[src/rtl/cdl_pkg.sv]
package cdl_pkg;
  // Reference of the last card-detect sample seen by the edge watcher.
  typedef struct packed {
    logic valid;  // a sample has been taken since reset
    logic level;  // raw pin level of that sample
  } cd_ref_t;

  localparam cd_ref_t CD_REF_RESET = '{valid: 1'b0, level: 1'b1};
endpackage

[src/rtl/cdl_edge_watch.sv]
module cdl_edge_watch
  import cdl_pkg::*;
(
  input  logic clk,
  input  logic rst,
  input  logic cd_level,
  input  logic mask,
  output logic change_o
);
  cd_ref_t ref_q;

  always_ff @(posedge clk) begin
    if (rst) begin
      ref_q <= CD_REF_RESET;
    end else begin
      // The reference follows the pin even while masked,
      // so a masked change is absorbed rather than deferred.
      ref_q.level <= cd_level;
      ref_q.valid <= 1'b1;
    end
  end

  assign change_o = ref_q.valid && (cd_level != ref_q.level) && !mask;
endmodule

[src/rtl/cdl_irq_latch.sv]
module cdl_irq_latch (
  input  logic clk,
  input  logic rst,
  input  logic set_i,
  input  logic clr_i,
  output logic hold_o
);
  logic hold_q;

  always_ff @(posedge clk) begin
    if (rst)        hold_q <= 1'b0;
    else if (set_i) hold_q <= 1'b1;  // set wins over clear
    else if (clr_i) hold_q <= 1'b0;
  end

  assign hold_o = hold_q;
endmodule

[src/rtl/cdl_status_reg.sv]
module cdl_status_reg #(
  parameter bit PRESENT_LEVEL = 1'b0
) (
  input  logic clk,
  input  logic rst,
  input  logic cd_level,
  output logic present_o
);
  logic present_q;

  always_ff @(posedge clk) begin
    if (rst) present_q <= 1'b0;
    else     present_q <= (cd_level == PRESENT_LEVEL);
  end

  assign present_o = present_q;
endmodule

[src/rtl/card_change_irq.sv]
module card_change_irq #(
  parameter bit PRESENT_LEVEL = 1'b0
) (
  input  logic clk,
  input  logic rst,
  input  logic card_det_n,
  input  logic cmd_busy,
  input  logic query_clr,
  output logic irq_pull_o,
  output logic present_o
);
  logic change;

  cdl_edge_watch u_edge (
    .clk      (clk),
    .rst      (rst),
    .cd_level (card_det_n),
    .mask     (cmd_busy),
    .change_o (change)
  );

  cdl_irq_latch u_latch (
    .clk    (clk),
    .rst    (rst),
    .set_i  (change),
    .clr_i  (query_clr),
    .hold_o (irq_pull_o)
  );

  cdl_status_reg #(.PRESENT_LEVEL(PRESENT_LEVEL)) u_stat (
    .clk       (clk),
    .rst       (rst),
    .cd_level  (card_det_n),
    .present_o (present_o)
  );
endmodule

[config.mk]
export PLATFORM = sky130hd
export DESIGN_NAME = card_change_irq
export DESIGN_NICKNAME = d
export VERILOG_FILES = /design/src/rtl/cdl_pkg.sv /design/src/rtl/cdl_edge_watch.sv /design/src/rtl/cdl_irq_latch.sv /design/src/rtl/cdl_status_reg.sv /design/src/rtl/card_change_irq.sv
export SDC_FILE = /design/constraint.sdc
export NUM_CORES = 1
export LEC_CHECK = 0
export ABC_AREA = 0
export CELL_PAD_IN_SITES_DETAIL_PLACEMENT = 0
export CELL_PAD_IN_SITES_GLOBAL_PLACEMENT = 1
export CORE_AREA = 2 2 39 41
export CTS_BUF_LIST = sky130_fd_sc_hd__clkbuf_8
export CTS_CLUSTER_DIAMETER = 200
export DETAILED_ROUTE_END_ITERATION = 16
export DIE_AREA = 0 0 41 43
export PLACE_DENSITY_LB_ADDON = 0.1
export SETUP_SLACK_MARGIN = 0.02
export SLEW_MARGIN = 20
export SYNTH_ARGS = -nofsm -noshare
export SYNTH_HDL_FRONTEND = slang
export SYNTH_SLANG_ARGS = --single-unit
[constraint.sdc]
create_clock -name clk -period 1.3 [get_ports clk]
set_input_delay 0.26 -clock clk [delete_from_list [all_inputs] [get_ports clk]]
set_output_delay 0.26 -clock clk [all_outputs]
set_load 0.01 [all_outputs]
* After elaboration in Yosys (flattened, before gate mapping)
Cells that the tools add are included.
** Storage, ports and cells
- Logic and storage cells :: 13
- Bits in registers :: 4
- Bits in latches :: 0
- Memories kept :: 0
- Input port bits :: 5
- Output and inout port bits :: 2
- ROM bits :: 0
- Memory bits (writable) :: 0
** Operators by class
- $add $sub $neg :: 0
- Multipliers :: 0
- Magnitude comparators :: 0
- Div/mod/pow operators :: 0
- Multiplexer cells :: 3
- Shift operators :: 0
- Bitwise logic cells :: 1
- Equality and inequality tests :: 1
- Reduce and logical (&&, ||, !) cells :: 4
** Operator list (number)
- logical AND 1 bit :: 2
- 2-to-1 mux 1 bit :: 2
- 2-to-1 mux 2 bit :: 1
- nonzero test 2 bit :: 1
- logical NOT 1 bit :: 1
- inequality test 1 bit :: 1
- inverter 1 bit :: 1

* Longest topological paths before layout
Gate-level depths: netlist of the first run.
- Word-level depth :: 4
- Gate-level depth with buffers :: 2
- Mapped depth without buffers :: 2

* Hierarchy
A second synthesis of the first run with hierarchy kept.
** Second synthesis, totals
- Cells, all modules :: 12
- Area, all modules :: 133.9 um^2
** Modules (own cells, without submodules)
- cdl_edge_watch :: cells an instance 6, area an instance 71.3 um^2, times used 1
- cdl_irq_latch :: cells an instance 4, area an instance 38.8 um^2, times used 1
- cdl_status_reg :: cells an instance 2, area an instance 23.8 um^2, times used 1

* Worst setup path before layout of the first run
No wires, ideal clock.
- Path kind :: input-to-reg
- From :: in rst
- To :: reg u_latch.hold_q (netlist: u_latch.hold_o)
- Setup slack :: 506 ps
- Buffers on the path :: 0
- Arrival time :: 701 ps
- Stages on the path :: 2
- Library setup time :: 92 ps
- Path through :: or3b_1 -> o32ai_1
** RTL lines
- from (decl) :: line card_change_irq.sv:5 : input logic rst,
- to (signal assigned) :: line cdl_irq_latch.sv:11 : if (rst) hold_q <= 1'b0;
- to (signal assigned) :: line cdl_irq_latch.sv:12 : else if (set_i) hold_q <= 1'b1;
- to (signal assigned) :: line cdl_irq_latch.sv:13 : else if (clr_i) hold_q <= 1'b0;
- to (decl) :: line cdl_irq_latch.sv:8 : logic hold_q;

* Worst setup path in the final report of the first run
- From :: reg u_latch.hold_q (netlist: u_latch.hold_o)
- To :: out irq_pull_o
** RTL lines
- to (decl) :: line card_change_irq.sv:9 : output logic irq_pull_o,
No word-level cell between the ends.

==> out/qor.yml, run 1 <==
gp_congestion: 0.5229
maxSlewHeadroom_pct: 85.96
postPlaceCellArea_um2: 211.5
fmax_ghz: 0.9509
grt_pass1_vias: 121
syn_avg_cell_area_um2: 11.26
cts_hold_repair.buffers: 0
worstPathArrival_ns: 0.79
cts_setup_buffers: 0
fp-row-count: 14
avgRoutedWirePerCell_um: 7.541
clock_latency_ns: 0.21
share_clk_of_total_power_pct: 61.0
p_seq_share_pct: 31.8
ant_nets: 0
switching_share_pct: 16.44
synth_top_area_share_pct: 64.65
core_area_um2: 1384
pre_cts_ws_ns: 0.04767
maxCapViolCount: 0
initial_core_util_pct: 8.951
cts_buffer_depth: 2
ys_top_cells_by_area: "dfxtp_1, inv_1, o32ai_1"
gr-total-overflow: 0
rsz0062_at_grt: "no"
slew_violations: 0
startpoint_type: "register"
path_cells: "dlygate4sd2_1"
synth_seq_cells: 4
fin_nets: 28
die_x_um: 41
worstSetupEndpointType: "output pin"
netSwitchingPower_uw: 68.30
syn_nets: 16
routed-via-count: 104
finalPower_uw: 415.5
fill_cells: 158
die_area_um2: 1763
port_buffers: 6
finalSetupViolations: 0
drc_errors: 0
leakage_nw: 0.1119
antenna_found_initial: 0
drive_above_1_share_pct: 19.05
grt_max_degree: 4
yosysWarnings: 0
peakVddDrop_v: 0.0003077
p_int_uw: 347.2
netlist_area_um2: 123.9
final.min_clock_period_ns: 1.052
yosysTopAreaCell: "dfxtp_1"
h-tree-depth: 1
clock_sinks: 4
crit_slowest_cell: "dfxtp_1"
dieHeight_um: 43
synth_seq_area_share_pct: 64.65
diodes: 0
hold_violations: 0
syn_to_final_growth_pct: 102.0
path_class: "reg2out"
slowest_delay_ns: 0.32
cts_tree: "built"
power.density_nw_per_um2: 1661
cts_root_buffer: "clkbuf_8"
status: "complete, no violations"
numCtsBuffers: 3
ioPinCount: 7
track_usage_pct: 4.925
worst-slew-pin-transition_ns: 0.2099
synthDistinctLibCells: 6
critPathBufInv: 1
design_area_um2: 250.2
finalWorstSetupSlack_ns: 0.2483
drtPass1Iterations: 1
path_max_fanout: 2
grt_pass1_wl_um: 455
via_per_inst: 2.811
synthCells: 11
clock_skew_ns: 0.001210
tns_ns: 0
hp-class: "reg2reg"
min_period_over_period_pct: 80.90
crit_family: "flip-flops"
pwr-share-comb_pct: 7.2
clk_pin_slew_ns: 0.03
drt_iter0_drc: 0
cts-resized-gates: 2
totalWireLength_um: 279
required_ns: 1.04
[stage by stage]
stage | utilization, % | hold WS, ns | cells
final | 18.08 | 0.4742 | 37
after detailed placement | 15.28 | 0.4791 | 34
after floorplan | - | 0.3165 | 11
after global placement | 15.28 | 0.4697 | 34
after CTS | 18.08 | 0.4814 | 37
after global routing | 18.08 | 0.5085 | 37
[cells in the mapped netlist]
master / n
dfxtp_1: 4
inv_1: 3
o32ai_1: 1
or2_1: 1
or3b_1: 1
xnor2_1: 1
[cells by family after synthesis]
kind of cell / share of synthesized area, %
flip-flops: 64.65
XOR/XNOR: 7.072
AO/OA/AOI/OAI: 7.072
buffers and inverters: 9.090
AND/OR/NAND/NOR: 12.13
[final cells by class]
class	count	area (um2)	area share [%]
flip-flops and latches	4	80.08	32.00
repair buffers	7	65.06	26.00
clock buffers	3	41.29	16.50
multi-input cells	4	32.53	13.00
well taps	16	20.02	8.000
inverters	3	11.26	4.500
[registers in the layout, summed over array words and instances, names as in the netlist]
name,flops
u_latch.hold_o,1
u_stat.present_o,1
u_edge.ref_q,2
[power by group through the flow]
stage	Clock, mW	Sequential [mW]	Combinational [mW]
after floorplan	0	0.135	0.00744
after global placement	0	0.134	0.0329
after detailed placement	0	0.134	0.0322
after CTS	0.263	0.132	0.0305
after global routing	0.273	0.133	0.0331
final	0.254	0.132	0.0299
[path summary, 6_finish.rpt]
check | start | end | slack [ns] | cells after the start
setup / recovery | u_latch.hold_o | irq_pull_o | 0.25 | 1
hold / removal | u_latch.hold_o | u_latch.hold_o | 0.47 | 2
setup reg to reg | u_edge.ref_q[1] | u_latch.hold_o | 0.48 | 2
hold reg to reg | u_latch.hold_o | u_latch.hold_o | 0.47 | 2
[layout by cell type, fill, tap and decap left out, drive strengths merged]
cell type,count
or3b,1
xnor2,1
dlygate4sd2,2
o32ai,1
dfxtp,4
inv,3
or2,1
clkdlybuf4s50,4
buf,1
clkbuf,3
[routing by layer]
metal  share of wire (%)  global-route usage, %  vias up
li1                    -                      -       54
met1                  42                  4.194       45
met3                  14                  6.806        0
met4                   0                  6.000        0
met5                   0                      0        -
met2                  44                  4.375        5
Power figures use the tool's default switching activity.
==> run 2, diff against run 1 <==
==> constraint.sdc (replaced) <==
create_clock -name clk -period 1 [get_ports clk]
set_input_delay 0.2 -clock clk [delete_from_list [all_inputs] [get_ports clk]]
set_output_delay 0.2 -clock clk [all_outputs]
set_load 0.01 [all_outputs]
==> run 2 against run 1 <==
Compared with the run above: critical path depth stayed put; sequential cell count is the same; highest routed layer is now met4; largest power group unchanged; worst hold slack worse by 0.18 ns; critical endpoint is now present_o; critical path type unchanged; die area unchanged; largest cell class unchanged.
==> out/qor.yml, run 2 (same netlist as run 1, synthesis figures left out) <==
final_util_pct: 18.63  # +0.54 points
maxCapViolCount: 0  # unchanged
final_common_cell: "dfxtp_1"
cts_tree: "built"
grt_max_degree: 4  # unchanged
track_usage_pct: 5.221  # +0.30 points
antenna_found_initial: 0  # unchanged
largest_register_ffs: 2  # unchanged
crit_slowest_cell: "dfxtp_1"
drive_above_1_share_pct: 28.57  # +9.5 points
tns_ns: 0  # unchanged
totalWireLength_um: 318  # +14%
initial_core_util_pct: 8.951  # unchanged
die_x_um: 41  # unchanged
fin_nets: 28  # unchanged
worstSetupEndpointType: "output pin"
hpwl_um: 215.6
drtPass1Iterations: 2  # +1
critPathBufInv: 1  # unchanged
path_class: "reg2out"
crit_family: "flip-flops"
final.min_clock_period_ns: 0.9513
core_area_um2: 1384  # unchanged
via_per_inst: 3.027  # +7.7%
clock_latency_ns: 0.22  # about the same
path_max_fanout: 1  # -1
fmax_ghz: 1.051
dieHeight_um: 43  # unchanged
worstPathArrival_ns: 0.75  # -0.04 ns
gp_congestion: 0.5228  # about the same
diodes: 0  # unchanged
status: "complete, no violations"
h-tree-depth: 1  # unchanged
whs_ns: 0.2955  # -0.1787 ns
die_area_um2: 1763  # unchanged
clock_sinks: 4  # unchanged
hold_violations: 0  # unchanged
fp-row-count: 14  # unchanged
cts_buffer_depth: 2  # unchanged
slowest_delay_ns: 0.31  # about the same
gr-total-overflow: 0  # unchanged
r2r_cells: 2  # unchanged
hp-class: "in2reg"
min_path_cells: 3  # +1
drc_errors: 0  # unchanged
required_ns: 0.80  # -0.24 ns
clock_skew_ns: 0.0003268  # -0.0008833 ns
path_cells: "clkdlybuf4s15_1"
ioPinCount: 7  # unchanged
slew_violations: 0  # unchanged
ant_nets: 0  # unchanged
port_buffers: 6  # unchanged
final_cell_mix: "dfxtp_1, inv_1, clkbuf_8, clkdlybuf4s50_1"
leakage_nw: 0.1181  # +5.5%
rsz0062_at_grt: "no"
finalPower_uw: 554.6  # +33%
grt_pass1_wl_um: 455  # unchanged
syn_to_final_growth_pct: 108.1
path_depth: 1  # unchanged
peakVddDrop_v: 0.0004115  # +34%
min_period_over_period_pct: 95.13
clk_pin_slew_ns: 0.03  # about the same
maxSlewHeadroom_pct: 88.31  # +2.3 points
numCtsBuffers: 3  # unchanged
startpoint_type: "register"
avgRoutedWirePerCell_um: 8.595  # +14%
drt_iter0_drc: 1  # +1
routed-via-count: 112  # +7.7%
worst-slew-pin-transition_ns: 0.1753  # -0.03459 ns
finalSetupViolations: 0  # unchanged
cts_root_buffer: "clkbuf_8"
top_register: "u_edge.ref_q"
power.density_nw_per_um2: 2152  # +30%
grt_pass1_vias: 109  # -9.9%
[run 2: cell count changes in the layout (fill, tap and decap cells not counted), sizes merged]
cell	delta
clkdlybuf4s15	+1
dlymetal6s2s	+1
clkdlybuf4s50	-1
clkbuf	+1
dlygate4sd2	-2
[run 2: final cells by class]
| class | instances | area (um2) |
|---|---|---|
| repair buffers | 7 | 65.06 |
| well taps | 16 | 20.02 |
| clock buffers | 3 | 41.29 |
| flip-flops and latches | 4 | 80.08 |
| inverters | 3 | 11.26 |
| fillers | 151 | 1126 |
| multi-input cells | 4 | 40.04 |
[run 2: report_power, final]
| group | internal, mW | switching (mW) | total, mW |
|---|---|---|---|
| Sequential | 0.169 | 0.00279 | 0.172 |
| Clock | 0.257 | 0.0844 | 0.341 |
| Combinational | 0.0271 | 0.0143 | 0.0414 |
| Total | 0.453 | 0.102 | 0.555 |
[run 2: metal layers]
layer | global-route usage [%] | wire, um | part of all wire (%)
met1 | 5.145 | 130 | 41
met2 | 3.750 | 130 | 41
met3 | 6.283 | 43 | 14
met4 | 8.000 | 13 | 4.1
met5 | 0 | 0 | 0
[run 2: through the flow]
stage	instance area [um2]	worst slack, ns	std cells
after detailed placement	211.5	-0.2188	34
after CTS	252.7	0.02383	37
final	257.7	0.04875	37
after floorplan	123.9	0.2183	11
after global routing	257.7	0.02073	37
after global placement	211.5	-0.1989	34
[run 2: final timing paths]
kind / startpoint / slack [ns] / to
max: u_stat.present_o / 0.05 / present_o
max reg2reg: u_edge.ref_q[1] / 0.16 / u_latch.hold_o
min reg2reg: u_latch.hold_o / 0.49 / u_latch.hold_o
min: rst / 0.30 / u_edge.ref_q[1]
[run 2: repair_timing]
item / in CTS / in global routing
buffers inserted: 0 / 0
resized for setup: 4 / 3
gates cloned: 0 / 0
hold buffers: 0 / 0
hold endpoints to repair: 0 / 0
pin swaps: 1 / 1
endpoints found under the setup margin: 3 / 2
==> run 3, diff against run 2 <==
--- a/config.mk
+++ b/config.mk
@@ -13,6 +13,7 @@
 export CTS_CLUSTER_DIAMETER = 200
 export DETAILED_ROUTE_END_ITERATION = 16
 export DIE_AREA = 0 0 41 43
+export GPL_TIMING_DRIVEN = 0
 export PLACE_DENSITY_LB_ADDON = 0.1
 export SETUP_SLACK_MARGIN = 0.02
 export SLEW_MARGIN = 20
==> constraint.sdc (replaced) <==
create_clock -name clk -period 1.16 [get_ports clk]
set_input_delay 0.232 -clock clk [delete_from_list [all_inputs] [get_ports clk]]
set_output_delay 0.232 -clock clk [all_outputs]
set_load 0.01 [all_outputs]
==> run 3 against run 2 <==
Compared with the run above: sequential share of layout area increased by 1.6 points; final cell count decreased by 2.7%; via count decreased by 17%; clock power decreased by 16%; largest power group unchanged.
==> out/qor.yml, run 3 (same netlist as run 1, synthesis figures left out) <==
crit_slowest_cell: "dfxtp_1"
drt_iter0_drc: 0  # -1
slew_violations: 0  # unchanged
clock_skew_ns: 0.002248  # +0.001921 ns
fill_cells: 150  # -0.66%
required_ns: 0.93  # +0.13 ns
drtPass1Iterations: 1  # -1
port_buffers: 6  # unchanged
cts_root_buffer: "clkbuf_8"
drive_above_1_share_pct: 15.00  # -14 points
cts_tree: "built"
power.density_nw_per_um2: 1898  # -12%
final_cell_mix: "dfxtp_1, inv_1, clkbuf_8, clkdlybuf4s50_1, dlygate4sd2_1"
hpwl_um: 200.3  # -7.1%
fp-row-count: 14  # unchanged
grt-busiest-layer: "met4"
die_x_um: 41  # unchanged
dieHeight_um: 43  # unchanged
clock_latency_ns: 0.21  # about the same
path_depth: 1  # unchanged
diodes: 0  # unchanged
drc_errors: 0  # unchanged
avgRoutedWirePerCell_um: 7.833  # -8.9%
startpoint_type: "register"
slowest_delay_ns: 0.32  # about the same
finalWorstSetupSlack_ns: 0.1333  # +0.08454 ns
fin_cells: 36  # -2.7%
fmax_ghz: 0.9740
final_common_cell: "dfxtp_1"
largest_register_ffs: 2  # unchanged
worstPathArrival_ns: 0.79  # +0.04 ns
grt.met2_usage_pct: 4.063  # +0.31 points
leakage_nw: 0.1163  # -1.5%
path_cells: "dlygate4sd2_1"
totalWireLength_um: 282  # -11%
ioPinCount: 7  # unchanged
via_per_inst: 2.583  # -15%
rsz0062_at_grt: "no"
min_period_over_period_pct: 88.51
fin_nets: 27  # -3.6%
r2r_slack_ns: 0.33  # +0.17 ns
path_max_fanout: 2  # +1
peakVddDrop_v: 0.0004527  # +10%
met3_usage_pct: 3.665  # -2.6 points
antenna_found_initial: 0  # unchanged
r2r_cells: 2  # unchanged
clock_sinks: 4  # unchanged
initial_core_util_pct: 8.951  # unchanged
h-tree-depth: 1  # unchanged
dp_cells: 33  # -2.9%
critPathBufInv: 1  # unchanged
die_area_um2: 1763  # unchanged
grt_max_degree: 5  # +1
met1_usage_pct: 5.161  # +0.017 points
cts_setup_buffers: 0  # unchanged
gr-total-overflow: 0  # unchanged
routed-via-count: 93  # -17%
hold_violations: 0  # unchanged
syn_to_final_growth_pct: 97.98
path_class: "reg2out"
cts_hold_repair.buffers: 0  # unchanged
maxSlewHeadroom_pct: 86.43  # -1.9 points
worst-slew-pin-transition_ns: 0.2030  # +0.02768 ns
top_register: "u_edge.ref_q"
numCtsBuffers: 3  # unchanged
hp-class: "in2reg"
worstReg2RegEnd: "u_latch.hold_o"
crit_end: "irq_pull_o"
status: "complete, no violations"
critPathLaunch: "u_latch.hold_o"
cts_buffer_depth: 2  # unchanged
maxCapViolCount: 0  # unchanged
crit_family: "flip-flops"
track_usage_pct: 4.824  # -0.40 points
grt_pass1_vias: 104  # -4.6%
worstSetupEndpointType: "output pin"
core_area_um2: 1384  # unchanged
gp_congestion: 0.5038  # -3.6%
finalSetupViolations: 0  # unchanged
final.min_clock_period_ns: 1.027
grt_pass1_wl_um: 455  # unchanged
pre_cts_ws_ns: -0.1595  # +0.05937 ns
ant_nets: 0  # unchanged
clk_pin_slew_ns: 0.03  # about the same
finalPower_uw: 465.4  # -16%
r2r-start: "u_edge.ref_q[1]"
## run 3: cell count changes in the layout (fill, tap and decap cells not counted), sizes merged
cell	delta
buf	-1
dlygate4sd2	+2
clkdlybuf4s15	-1
clkbuf	-1
## run 3: area by class of cell
class / count / area (um2) / area share, %
Sequential cell: 4 / 80.08 / 32.65
Tap cell: 16 / 20.02 / 8.163
Inverter: 3 / 11.26 / 4.592
Multi-Input combinational cell: 4 / 32.53 / 13.27
Timing Repair Buffer: 6 / 60.06 / 24.49
Clock buffer: 3 / 41.29 / 16.84
## run 3: how the worst min path moves through the flow
stage	start	to	slack [ns]	cells past startpoint
global route	rst	u_edge.ref_q[1]	0.27	2
CTS	u_latch.hold_o	u_latch.hold_o	0.47	2
global placement	u_latch.hold_o	u_latch.hold_o	0.46	2
detailed placement	u_latch.hold_o	u_latch.hold_o	0.47	2
floorplan	rst	u_edge.ref_q[1]	0.29	1
finish	rst	u_edge.ref_q[1]	0.26	2
## run 3: per-stage QoR
step / TNS (ns) / util (%) / hold slack, ns / area, um2
6_report: 0 / 17.72 / 0.2608 / 245.2
2_1_floorplan: 0 / - / 0.2885 / 123.9
3_3_place_gp: -0.1509 / 14.74 / 0.4617 / 203.9
5_1_grt: 0 / 17.72 / 0.2686 / 245.2
4_1_cts: 0 / 17.54 / 0.4744 / 242.7
3_5_place_dp: -0.1595 / 14.74 / 0.4722 / 203.9
## run 3: repair_timing
action                                  4_1_cts  5_1_grt
resized for setup                             2        1
endpoints found under the setup margin        2        1
gates cloned                                  0        0
## run 3: per-layer routing
metal | wire [um] | share of wire [%]
met1 | 128 | 45
met2 | 113 | 40
met3 | 41 | 15
met4 | 0 | 0
met5 | 0 | 0
## run 3: power by group
| group | switching [mW] | internal, mW |
|---|---|---|
| clock network | 0.0662 | 0.221 |
| registers | 0.00223 | 0.146 |
| logic | 0.0103 | 0.0202 |
| total | 0.0787 | 0.387 |
